===== config.mk =====
export PLATFORM = sky130hd
export DESIGN_NAME = gpio_bank_ctrl
export DESIGN_NICKNAME = d
export VERILOG_FILES = /design/src/rtl/gpio_pkg.sv /design/src/rtl/gpio_sync.sv /design/src/rtl/gpio_bank.sv /design/src/rtl/gpio_bank_ctrl.sv
export SDC_FILE = /design/constraint.sdc
export NUM_CORES = 1
export LEC_CHECK = 0
export ABC_AREA = 1
export BUFFER_PORTS_ARGS = -buffer_cell sky130_fd_sc_hd__buf_2
export CORE_ASPECT_RATIO = 1.25
export CORE_MARGIN = 1
export CORE_UTILIZATION = 64
export DETAILED_ROUTE_END_ITERATION = 7
export PLACE_DENSITY_LB_ADDON = 0.05
export SYNTH_ARGS = -nofsm -noshare
export SYNTH_HDL_FRONTEND = slang
export SYNTH_HIERARCHICAL = 1
export SYNTH_SLANG_ARGS = --single-unit

===== constraint.sdc =====
create_clock -name clk -period 3.1 [get_ports clk]
set_input_delay 0.155 -clock clk [delete_from_list [all_inputs] [get_ports clk]]
set_output_delay 0.155 -clock clk [all_outputs]
set_load 0.01 [all_outputs]

===== src/rtl/gpio_pkg.sv =====
package gpio_pkg;

    localparam int BANK_PINS = 32;
    localparam int OFF_W     = 9;

    localparam logic [OFF_W-1:0] OFF_DIN   = 9'h000;
    localparam logic [OFF_W-1:0] OFF_DOUT  = 9'h004;
    localparam logic [OFF_W-1:0] OFF_OE    = 9'h008;
    localparam logic [OFF_W-1:0] OFF_TYPE  = 9'h00C;
    localparam logic [OFF_W-1:0] OFF_DUAL  = 9'h010;
    localparam logic [OFF_W-1:0] OFF_POL   = 9'h014;
    localparam logic [OFF_W-1:0] OFF_MASK  = 9'h018;
    localparam logic [OFF_W-1:0] OFF_RAW   = 9'h01C;
    localparam logic [OFF_W-1:0] OFF_MSTAT = 9'h020;
    localparam logic [OFF_W-1:0] OFF_CLR   = 9'h024;
    localparam logic [OFF_W-1:0] OFF_PSEL  = 9'h034;
    localparam logic [OFF_W-1:0] OFF_PEN   = 9'h038;

    typedef enum logic [0:0] {
        ST_IDLE = 1'b0,
        ST_RESP = 1'b1
    } bus_state_t;

endpackage


===== src/rtl/gpio_sync.sv =====
module gpio_sync #(
    parameter int WIDTH = 32
) (
    input  logic             clk,
    input  logic             rst_n,
    input  logic [WIDTH-1:0] async_in,
    output logic [WIDTH-1:0] sync_out
);
    logic [WIDTH-1:0] meta_q;

    always_ff @(posedge clk or negedge rst_n) begin
        if (!rst_n) begin
            meta_q   <= '0;
            sync_out <= '0;
        end else begin
            meta_q   <= async_in;
            sync_out <= meta_q;
        end
    end
endmodule


===== src/rtl/gpio_bank.sv =====
module gpio_bank
    import gpio_pkg::*;
#(
    parameter int VALID = 32
) (
    input  logic                 clk,
    input  logic                 rst_n,
    input  logic                 wr_en,
    input  logic [OFF_W-1:0]     off,
    input  logic [31:0]          wdata,
    input  logic [31:0]          pin_sync,
    output logic [31:0]          rd_data,
    output logic [31:0]          dout,
    output logic [31:0]          oe,
    output logic [31:0]          pull_en,
    output logic [31:0]          pull_sel,
    output logic                 irq_any
);
    localparam logic [31:0] VMASK = 32'((64'd1 << VALID) - 64'd1);

    logic [31:0] itype, dual, pol, mask, raw, prev;
    logic [31:0] rise, fall, edge_hit, lvl_act, clr_vec, raw_d, s_in;

    assign s_in = pin_sync & VMASK;

    always_comb begin
        clr_vec  = (wr_en && off == OFF_CLR) ? (wdata & VMASK) : '0;
        rise     = s_in & ~prev;
        fall     = ~s_in & prev;
        edge_hit = (dual & (rise | fall))
                 | (~dual & pol & rise)
                 | (~dual & ~pol & fall);
        lvl_act  = (pol & s_in) | (~pol & ~s_in);
        raw_d    = ((itype & lvl_act) | (~itype & ((raw & ~clr_vec) | edge_hit))) & VMASK;
    end

    always_ff @(posedge clk or negedge rst_n) begin
        if (!rst_n) begin
            dout     <= '0;
            oe       <= '0;
            itype    <= '0;
            dual     <= '0;
            pol      <= '0;
            mask     <= '0;
            pull_en  <= '0;
            pull_sel <= '0;
            raw      <= '0;
            prev     <= '0;
        end else begin
            prev <= s_in;
            raw  <= raw_d;
            if (wr_en) begin
                unique case (off)
                    OFF_DOUT: dout     <= wdata & VMASK;
                    OFF_OE:   oe       <= wdata & VMASK;
                    OFF_TYPE: itype    <= wdata & VMASK;
                    OFF_DUAL: dual     <= wdata & VMASK;
                    OFF_POL:  pol      <= wdata & VMASK;
                    OFF_MASK: mask     <= wdata & VMASK;
                    OFF_PSEL: pull_sel <= wdata & VMASK;
                    OFF_PEN:  pull_en  <= wdata & VMASK;
                    default: ;
                endcase
            end
        end
    end

    always_comb begin
        unique case (off)
            OFF_DIN:   rd_data = s_in;
            OFF_DOUT:  rd_data = dout;
            OFF_OE:    rd_data = oe;
            OFF_TYPE:  rd_data = itype;
            OFF_DUAL:  rd_data = dual;
            OFF_POL:   rd_data = pol;
            OFF_MASK:  rd_data = mask;
            OFF_RAW:   rd_data = raw;
            OFF_MSTAT: rd_data = raw & mask;
            OFF_PSEL:  rd_data = pull_sel;
            OFF_PEN:   rd_data = pull_en;
            default:   rd_data = '0;
        endcase
    end

    assign irq_any = |(raw & mask);
endmodule


===== src/rtl/gpio_bank_ctrl.sv =====
module gpio_bank_ctrl
    import gpio_pkg::*;
#(
    parameter int PIN_COUNT = 40,
    parameter int ADDR_W    = 12
) (
    input  logic                 clk,
    input  logic                 rst_n,
    input  logic                 bus_req,
    input  logic                 bus_we,
    input  logic [ADDR_W-1:0]    bus_addr,
    input  logic [31:0]          bus_wdata,
    output logic [31:0]          bus_rdata,
    output logic                 bus_rvalid,
    input  logic [PIN_COUNT-1:0] pin_in,
    output logic [PIN_COUNT-1:0] pin_out,
    output logic [PIN_COUNT-1:0] pin_oe,
    output logic [PIN_COUNT-1:0] pad_pull_en,
    output logic [PIN_COUNT-1:0] pad_pull_up,
    output logic                 irq
);
    localparam int NUM_BANKS = (PIN_COUNT + BANK_PINS - 1) / BANK_PINS;
    localparam int TOTAL     = NUM_BANKS * BANK_PINS;
    localparam int BANK_W    = ADDR_W - OFF_W;

    bus_state_t state_q, state_d;

    logic [OFF_W-1:0]  offset;
    logic [BANK_W-1:0] bank_sel;
    logic              rd_acc;
    logic [31:0]       read_word;
    logic [31:0]       rdata_q;

    logic [PIN_COUNT-1:0] pin_sync;
    logic [TOTAL-1:0]     sync_full, dout_full, oe_full, pen_full, psel_full;
    logic [31:0]          bank_rd [NUM_BANKS];
    logic [NUM_BANKS-1:0] bank_irq;

    assign offset   = bus_addr[OFF_W-1:0];
    assign bank_sel = bus_addr[ADDR_W-1:OFF_W];
    assign rd_acc   = bus_req && !bus_we;

    gpio_sync #(.WIDTH(PIN_COUNT)) u_sync (
        .clk      (clk),
        .rst_n    (rst_n),
        .async_in (pin_in),
        .sync_out (pin_sync)
    );

    assign sync_full = TOTAL'(pin_sync);

    for (genvar b = 0; b < NUM_BANKS; b++) begin : g_bank
        localparam int VALID = (PIN_COUNT - b * BANK_PINS) >= BANK_PINS ?
                               BANK_PINS : (PIN_COUNT - b * BANK_PINS);
        logic wr_en;
        assign wr_en = bus_req && bus_we && (bank_sel == BANK_W'(b));

        gpio_bank #(.VALID(VALID)) u_bank (
            .clk      (clk),
            .rst_n    (rst_n),
            .wr_en    (wr_en),
            .off      (offset),
            .wdata    (bus_wdata),
            .pin_sync (sync_full[b*BANK_PINS +: BANK_PINS]),
            .rd_data  (bank_rd[b]),
            .dout     (dout_full[b*BANK_PINS +: BANK_PINS]),
            .oe       (oe_full[b*BANK_PINS +: BANK_PINS]),
            .pull_en  (pen_full[b*BANK_PINS +: BANK_PINS]),
            .pull_sel (psel_full[b*BANK_PINS +: BANK_PINS]),
            .irq_any  (bank_irq[b])
        );
    end

    assign pin_out     = dout_full[PIN_COUNT-1:0];
    assign pin_oe      = oe_full[PIN_COUNT-1:0];
    assign pad_pull_en = pen_full[PIN_COUNT-1:0];
    assign pad_pull_up = psel_full[PIN_COUNT-1:0];

    if (TOTAL > PIN_COUNT) begin : g_trim
        logic unused_hi;
        assign unused_hi = ^{dout_full[TOTAL-1:PIN_COUNT], oe_full[TOTAL-1:PIN_COUNT],
                             pen_full[TOTAL-1:PIN_COUNT], psel_full[TOTAL-1:PIN_COUNT]};
    end

    always_comb begin
        read_word = '0;
        for (int b = 0; b < NUM_BANKS; b++) begin
            if (bank_sel == BANK_W'(b)) read_word = bank_rd[b];
        end
    end

    // bus sequencer: state register
    always_ff @(posedge clk or negedge rst_n) begin
        if (!rst_n) state_q <= ST_IDLE;
        else        state_q <= state_d;
    end

    always_comb begin
        unique case (state_q)
            ST_IDLE: state_d = rd_acc ? ST_RESP : ST_IDLE;
            ST_RESP: state_d = rd_acc ? ST_RESP : ST_IDLE;
            default: state_d = ST_IDLE;
        endcase
    end

    // bus sequencer: outputs
    always_ff @(posedge clk or negedge rst_n) begin
        if (!rst_n) begin
            rdata_q <= '0;
            irq     <= 1'b0;
        end else begin
            irq <= |bank_irq;
            if (rd_acc) rdata_q <= read_word;
        end
    end

    assign bus_rvalid = (state_q == ST_RESP);
    assign bus_rdata  = rdata_q;
endmodule


==> metrics.txt, run 1 <==
CP Max Fanout 52; CTS max path bufs 3; clock-pin slew on the worst setup and hold paths 0.07 ns; die width 183 um; initial antenna violation count 4; minimum clock period 2.15 ns; area of the core 0.0402 mm^2; Leak 15.5 nW; max_cap viols 0; Post-Syn Area 0.0262 mm^2; Int Power 10.6 mW; max-slew violation count 0; fin cells 4078; DRC Markers 0; area taken by multi-input logic gates 0.0113 mm^2; post-route clock period utilization 69.4%; Power Density 462 mW/mm^2; number of port buffers 281; row count 82; layout filler cell count 3046; Gate power share 6.1%; Clock H-tree levels 2; Syn. warnings 6; Worst Setup SP bus_addr[10]; Worst setup SP type input pin; CP Data Required Time 3.56 ns; switching portion of total power 24.3%; Power Total 14.0 mW; initial core utilization 65.2%; Total Wirelength 82700 um; Worst Tran Pin Value 0.762 ns; post-route ant nets 0; crit path kind input pin to flip-flop; vias in the first global route 23467; I/O pin total 282; Reg2Reg Depth 5; TritonCTS clock tree built; root buffer cell clkbuf_16; hold depth 3; clk_lat worst skew 0.62 ns; CTS buffer count 51; Setup WS post-layout 0.949 ns; Clk pwr share 44.3%; fraction of layout cells with a size suffix above 1 14.3%; area delta synth->final 15.4%; HP Class input pin to flip-flop; Pre-Repair DR Iteration Count 6; CP endpoint kind flip-flop; DR iter-0 viols 2516; HPWL after detailed placement 53000 um; Final Net Count 3663; Final Hold Vio Count 0; Die Span Y 228 um; routed len/inst 20.3 um; clock sink count 514; RSZ-0062 raised after global routing no; final clock skew 0.0113 ns; GRT Residual Overflow 0; total track usage 39.9%; Final Setup Violations 0; Peak VDD IR 0.000430 V; Total Die Area 0.0418 mm^2; vias per cell 5.86; Placed Area 0.0279 mm^2; Placer Congestion 0.934; global-route wire length before repair 128000 um; placed cell count 3914; largest net degree at the start of global routing 94; Data arrival, critical path 2.61 ns; Fmax 465 MHz; post-place setup slack 0.804 ns; Mean Syn Cell Area 8.22 um^2; Register Area 0.0129 mm^2; crit path to g_bank[0].u_bank/dout[21]$_DFFE_PN0P_; design area 0.0303 mm^2; RR Startpoint g_bank[0].u_bank/raw[15]$_DFF_PN0_; sequential power share 49.6%; vias after detailed routing 23880; reg2reg end irq$_DFF_PN0_; worst reg2reg setup slack 1.28 ns; Mapped Cells 3188; sw power 3.39 mW; Relative slew margins 49.2%; Final TNS setup 0 ns; status completed
## what timing repair did
action	4_1_cts	5_1_grt
hold endpoints to repair	284	0
buffers inserted	0	0
hold buffers	74	0
resized for setup	0	0
## power groups by stage
stage | logic (mW) | registers [mW] | clock network [mW]
floorplan | 0.396 | 7.02 | 0
finish | 0.851 | 6.93 | 6.19
global route | 0.935 | 6.93 | 6.50
CTS | 0.842 | 6.92 | 6.24
global placement | 0.739 | 7.04 | 0
detailed placement | 0.764 | 7.04 | 0
## cell type report
type	instances	share of cell area, %
clock buffers	73	4.92
repair buffers	410	9.03
diodes	1	0.00827
inverters	275	3.41
multi-input cells	2243	37.4
flip-flops and latches	514	42.5
clock inverters	16	0.496
well taps	546	2.26
## worst max-delay path, stage by stage
cell	delay (ns)
dlygate4sd3_1	0.54
buf_2	0.13
inv_2	0.21
nand2_1	0.11
nor3_2	0.12
buf_4	0.27
nand3_2	0.34
buf_12	0.32
o21ai_0	0.39
## stage by stage
| stage | hold slack, ns | utilization [%] |
|---|---|---|
| floorplan | -0.141 | - |
| global placement | 0.211 | 69.3 |
| detailed placement | 0.198 | 69.3 |
| CTS | 0.0612 | 75.2 |
| global route | 0.0853 | 75.2 |
| finish | 0.0802 | 75.2 |
## how the worst min path moves through the flow
stage,startpoint,to,slack (ns)
2_1_floorplan,rst_n,bus_rdata[0]$_DFFE_PN0P_,-0.14
3_3_place_gp,rst_n,u_sync/meta_q[26]$_DFF_PN0_,0.21
3_5_place_dp,rst_n,u_sync/sync_out[26]$_DFF_PN0_,0.20
4_1_cts,bus_we,bus_rvalid$_DFF_PN0_,0.06
5_1_grt,bus_we,bus_rvalid$_DFF_PN0_,0.09
6_report,bus_we,bus_rvalid$_DFF_PN0_,0.08
## placed cells by master (no fill, tap or decap), types with 2 or more instances in the layout
cell,count
nand2_1,909
dfrtp_1,514
nand3_1,345
o21ai_0,284
buf_2,280
inv_1,268
nor2_1,243
ha_1,80
o21ai_1,76
dlygate4sd3_1,74
clkbuf_16,51
buf_4,42
nand4_1,41
a21oi_1,40
xnor2_1,39
nand3_2,35
mux2i_1,35
nand3b_1,26
conb_1,24
nor2_4,13
clkbuf_8,13
buf_12,13
nor3_1,11
clkbuf_1,9
clkinv_2,9
nand2_2,9
nand3_4,8
inv_2,7
nor2_8,6
nor3b_1,6
nor2_2,5
inv_6,3
nor3_2,2
bufinv_16,2
## routing by layer
metal  global-route usage, %  vias to the layer above  routed length [um]
li1                        -                    10843                   -
met1                    48.3                    11336               30000
met2                    64.4                     1343               38800
met3                    8.22                      352                7800
met4                    26.9                        6                6070
met5                       0                        -                  34
## registers in the layout, indices dropped and copies added, names as in the netlist, 32 cells and up
signal,count
bus_rdata,32
g_bank.u_bank/pol,40
g_bank.u_bank/oe,40
g_bank.u_bank/prev,40
g_bank.u_bank/pull_sel,40
u_sync/meta_q,40
g_bank.u_bank/dual,40
u_sync/sync_out,40
g_bank.u_bank/pull_en,40
g_bank.u_bank/dout,40
g_bank.u_bank/itype,40
g_bank.u_bank/mask,40
g_bank.u_bank/raw,40
(Power assumes the default switching activity.)
==> run 2, diff against run 1 <==
- CORE_UTILIZATION: 64 -> 60
- clock period: 3.1 -> 2.16 ns (I/O delays scaled with it)
==> run 2 against run 1 <==
- sequential share of layout area fell by 0.82 points
- clock-buffer cell count shrank 6
- via count barely moved
- highest routed layer unchanged
==> metrics.txt, run 2 (synthesis gave the netlist of run 1 again) <==
CP endpoint kind flip-flop; Final Hold Vio Count 0 (unchanged); die width 189 um (+3.2%); Worst Tran Pin Value 0.696 ns (-0.0656 ns); CP Max Fanout 3 (-94%); hold path endpoint bus_rvalid$_DFF_PN0_; hold path startpoint bus_we; post-place setup slack 0.213 ns (-0.591 ns); clock-pin slew on the worst setup and hold paths 0.06 ns (about the same); placed cell count 3969 (+1.4%); vias per cell 5.77 (-1.4%); final core utilization 71.6% (-3.6 points); minimum clock period 1.72 ns; Reg2Reg Depth 5 (unchanged); Total Die Area 0.0445 mm^2 (+6.6%); root buffer cell clkbuf_16; clk_lat worst skew 0.62 ns (about the same); final clock skew 0.0187 ns (+0.00748 ns); fin cells 4134 (+1.4%); total track usage 38.4% (-1.5 points); most frequent cells in the layout 909 x nand2_1, 514 x dfrtp_1, 345 x nand3_1; I/O pin total 282 (unchanged); DR iter-0 viols 1823 (-28%); row count 85 (+3.7%); max_cap viols 0 (unchanged); GRT Residual Overflow 0 (unchanged); vias after detailed routing 23866 (-0.059%); HPWL after detailed placement 56100 um (+5.8%); CP Data Required Time 2.64 ns (-0.92 ns); DRC Markers 0 (unchanged); Fmax 580 MHz; Relative slew margins 53.6% (+4.4 points); Placed Area 0.0284 mm^2 (+1.9%); area delta synth->final 17.7%; RR Startpoint g_bank[0].u_bank/raw[26]$_DFF_PN0_; Power Density 665 mW/mm^2 (+44%); Peak VDD IR 0.000699 V (+62%); CTS buffer count 51 (unchanged); initial core utilization 60.9% (-4.3 points); RSZ-0062 raised after global routing no; Placer Congestion 0.918 (-1.7%); post-route clock period utilization 79.9%; clock sink count 514 (unchanged); largest net degree at the start of global routing 80 (-15%); Data arrival, critical path 2.20 ns (-0.41 ns); Post-CTS Setup Bufs 0 (unchanged); reg2reg end irq$_DFF_PN0_; Die Span Y 236 um (+3.3%); most common cell after layout, fill and taps aside nand2_1; global-route wire length before repair 131000 um (+2.4%); TritonCTS clock tree built; Leak 15.8 nW (+1.7%); Final Net Count 3698 (+0.96%); initial antenna violation count 5 (+1); number of port buffers 281 (unchanged); status completed; CTS resizes 0 (unchanged); max-slew violation count 0 (unchanged); Pre-Repair DR Iteration Count 6 (unchanged); Setup WS post-layout 0.435 ns (-0.514 ns); hold depth 3 (unchanged); Total Wirelength 84800 um (+2.5%); worst reg2reg setup slack 0.44 ns (-0.84 ns); Final Setup Violations 0 (unchanged); CTS max path bufs 3 (unchanged); Post-CTS Hold Buffers 73 (-1.4%); HP Class input pin to flip-flop; vias in the first global route 23474 (+0.030%); Worst setup SP type flip-flop; design area 0.0309 mm^2 (+2.0%); post-route ant nets 0 (unchanged); Clock H-tree levels 2 (unchanged); Final TNS setup 0 ns (unchanged); area of the core 0.0431 mm^2 (+7.1%); crit path kind flip-flop to flip-flop; routed len/inst 20.5 um (+1.1%); fraction of layout cells with a size suffix above 1 15.3% (+1.0 points)
[run 2: routing by layer]
metal / up-vias / GRT usage, % / wire length (um)
li1: 10905 / - / -
met1: 11470 / 47.9 / 31900
met2: 1197 / 62.5 / 40200
met3: 284 / 6.10 / 7060
met4: 10 / 24.3 / 5540
met5: - / 0 / 53
[run 2: how the worst max path moves through the flow]
stage / startpoint / end / depth (start not counted) / slack, ns
3_3_place_gp: bus_addr[1] / bus_rdata[0]$_DFFE_PN0P_ / 14 / 0.26
5_1_grt: g_bank[0].u_bank/raw[26]$_DFF_PN0_ / irq$_DFF_PN0_ / 5 / 0.40
6_report: g_bank[0].u_bank/raw[26]$_DFF_PN0_ / irq$_DFF_PN0_ / 5 / 0.44
4_1_cts: g_bank[0].u_bank/raw[26]$_DFF_PN0_ / irq$_DFF_PN0_ / 5 / 0.49
2_1_floorplan: bus_addr[9] / g_bank[0].u_bank/raw[15]$_DFF_PN0_ / 12 / 0.46
3_5_place_dp: bus_addr[7] / g_bank[0].u_bank/dout[4]$_DFFE_PN0P_ / 9 / 0.21
[run 2: worst max-delay path: stages (launching register included)]
cell and delay, ns:
dfrtp_1 0.43, nand2_1 0.10, nand4_1 0.19, nor2_1 0.30, nand4_1 0.22, or2_2 0.35
[run 2: metrics by stage]
stage	total power, mW	hold WS, ns
finish	20.5	0.0333
global route	21.1	0.0402
CTS	20.6	0.0128
detailed placement	11.3	0.101
global placement	11.2	0.107
floorplan	10.6	-0.188
[run 2: area by class of cell]
cell class	count	area, um^2
clock buffers	67	1450
repair buffers	445	3220
multi-input cells	2243	11300
well taps	565	707
clock inverters	24	282
flip-flops and latches	514	12900
inverters	275	1030
fillers	3449	12200
diodes	1	2.50
[run 2: where the power goes]
part / total [mW] / switching [mW] / internal [mW]
combinational: 1.28 / 0.859 / 0.424
sequential: 9.95 / 0.165 / 9.78
clock: 9.30 / 3.89 / 5.41
total: 20.5 / 4.92 / 15.6
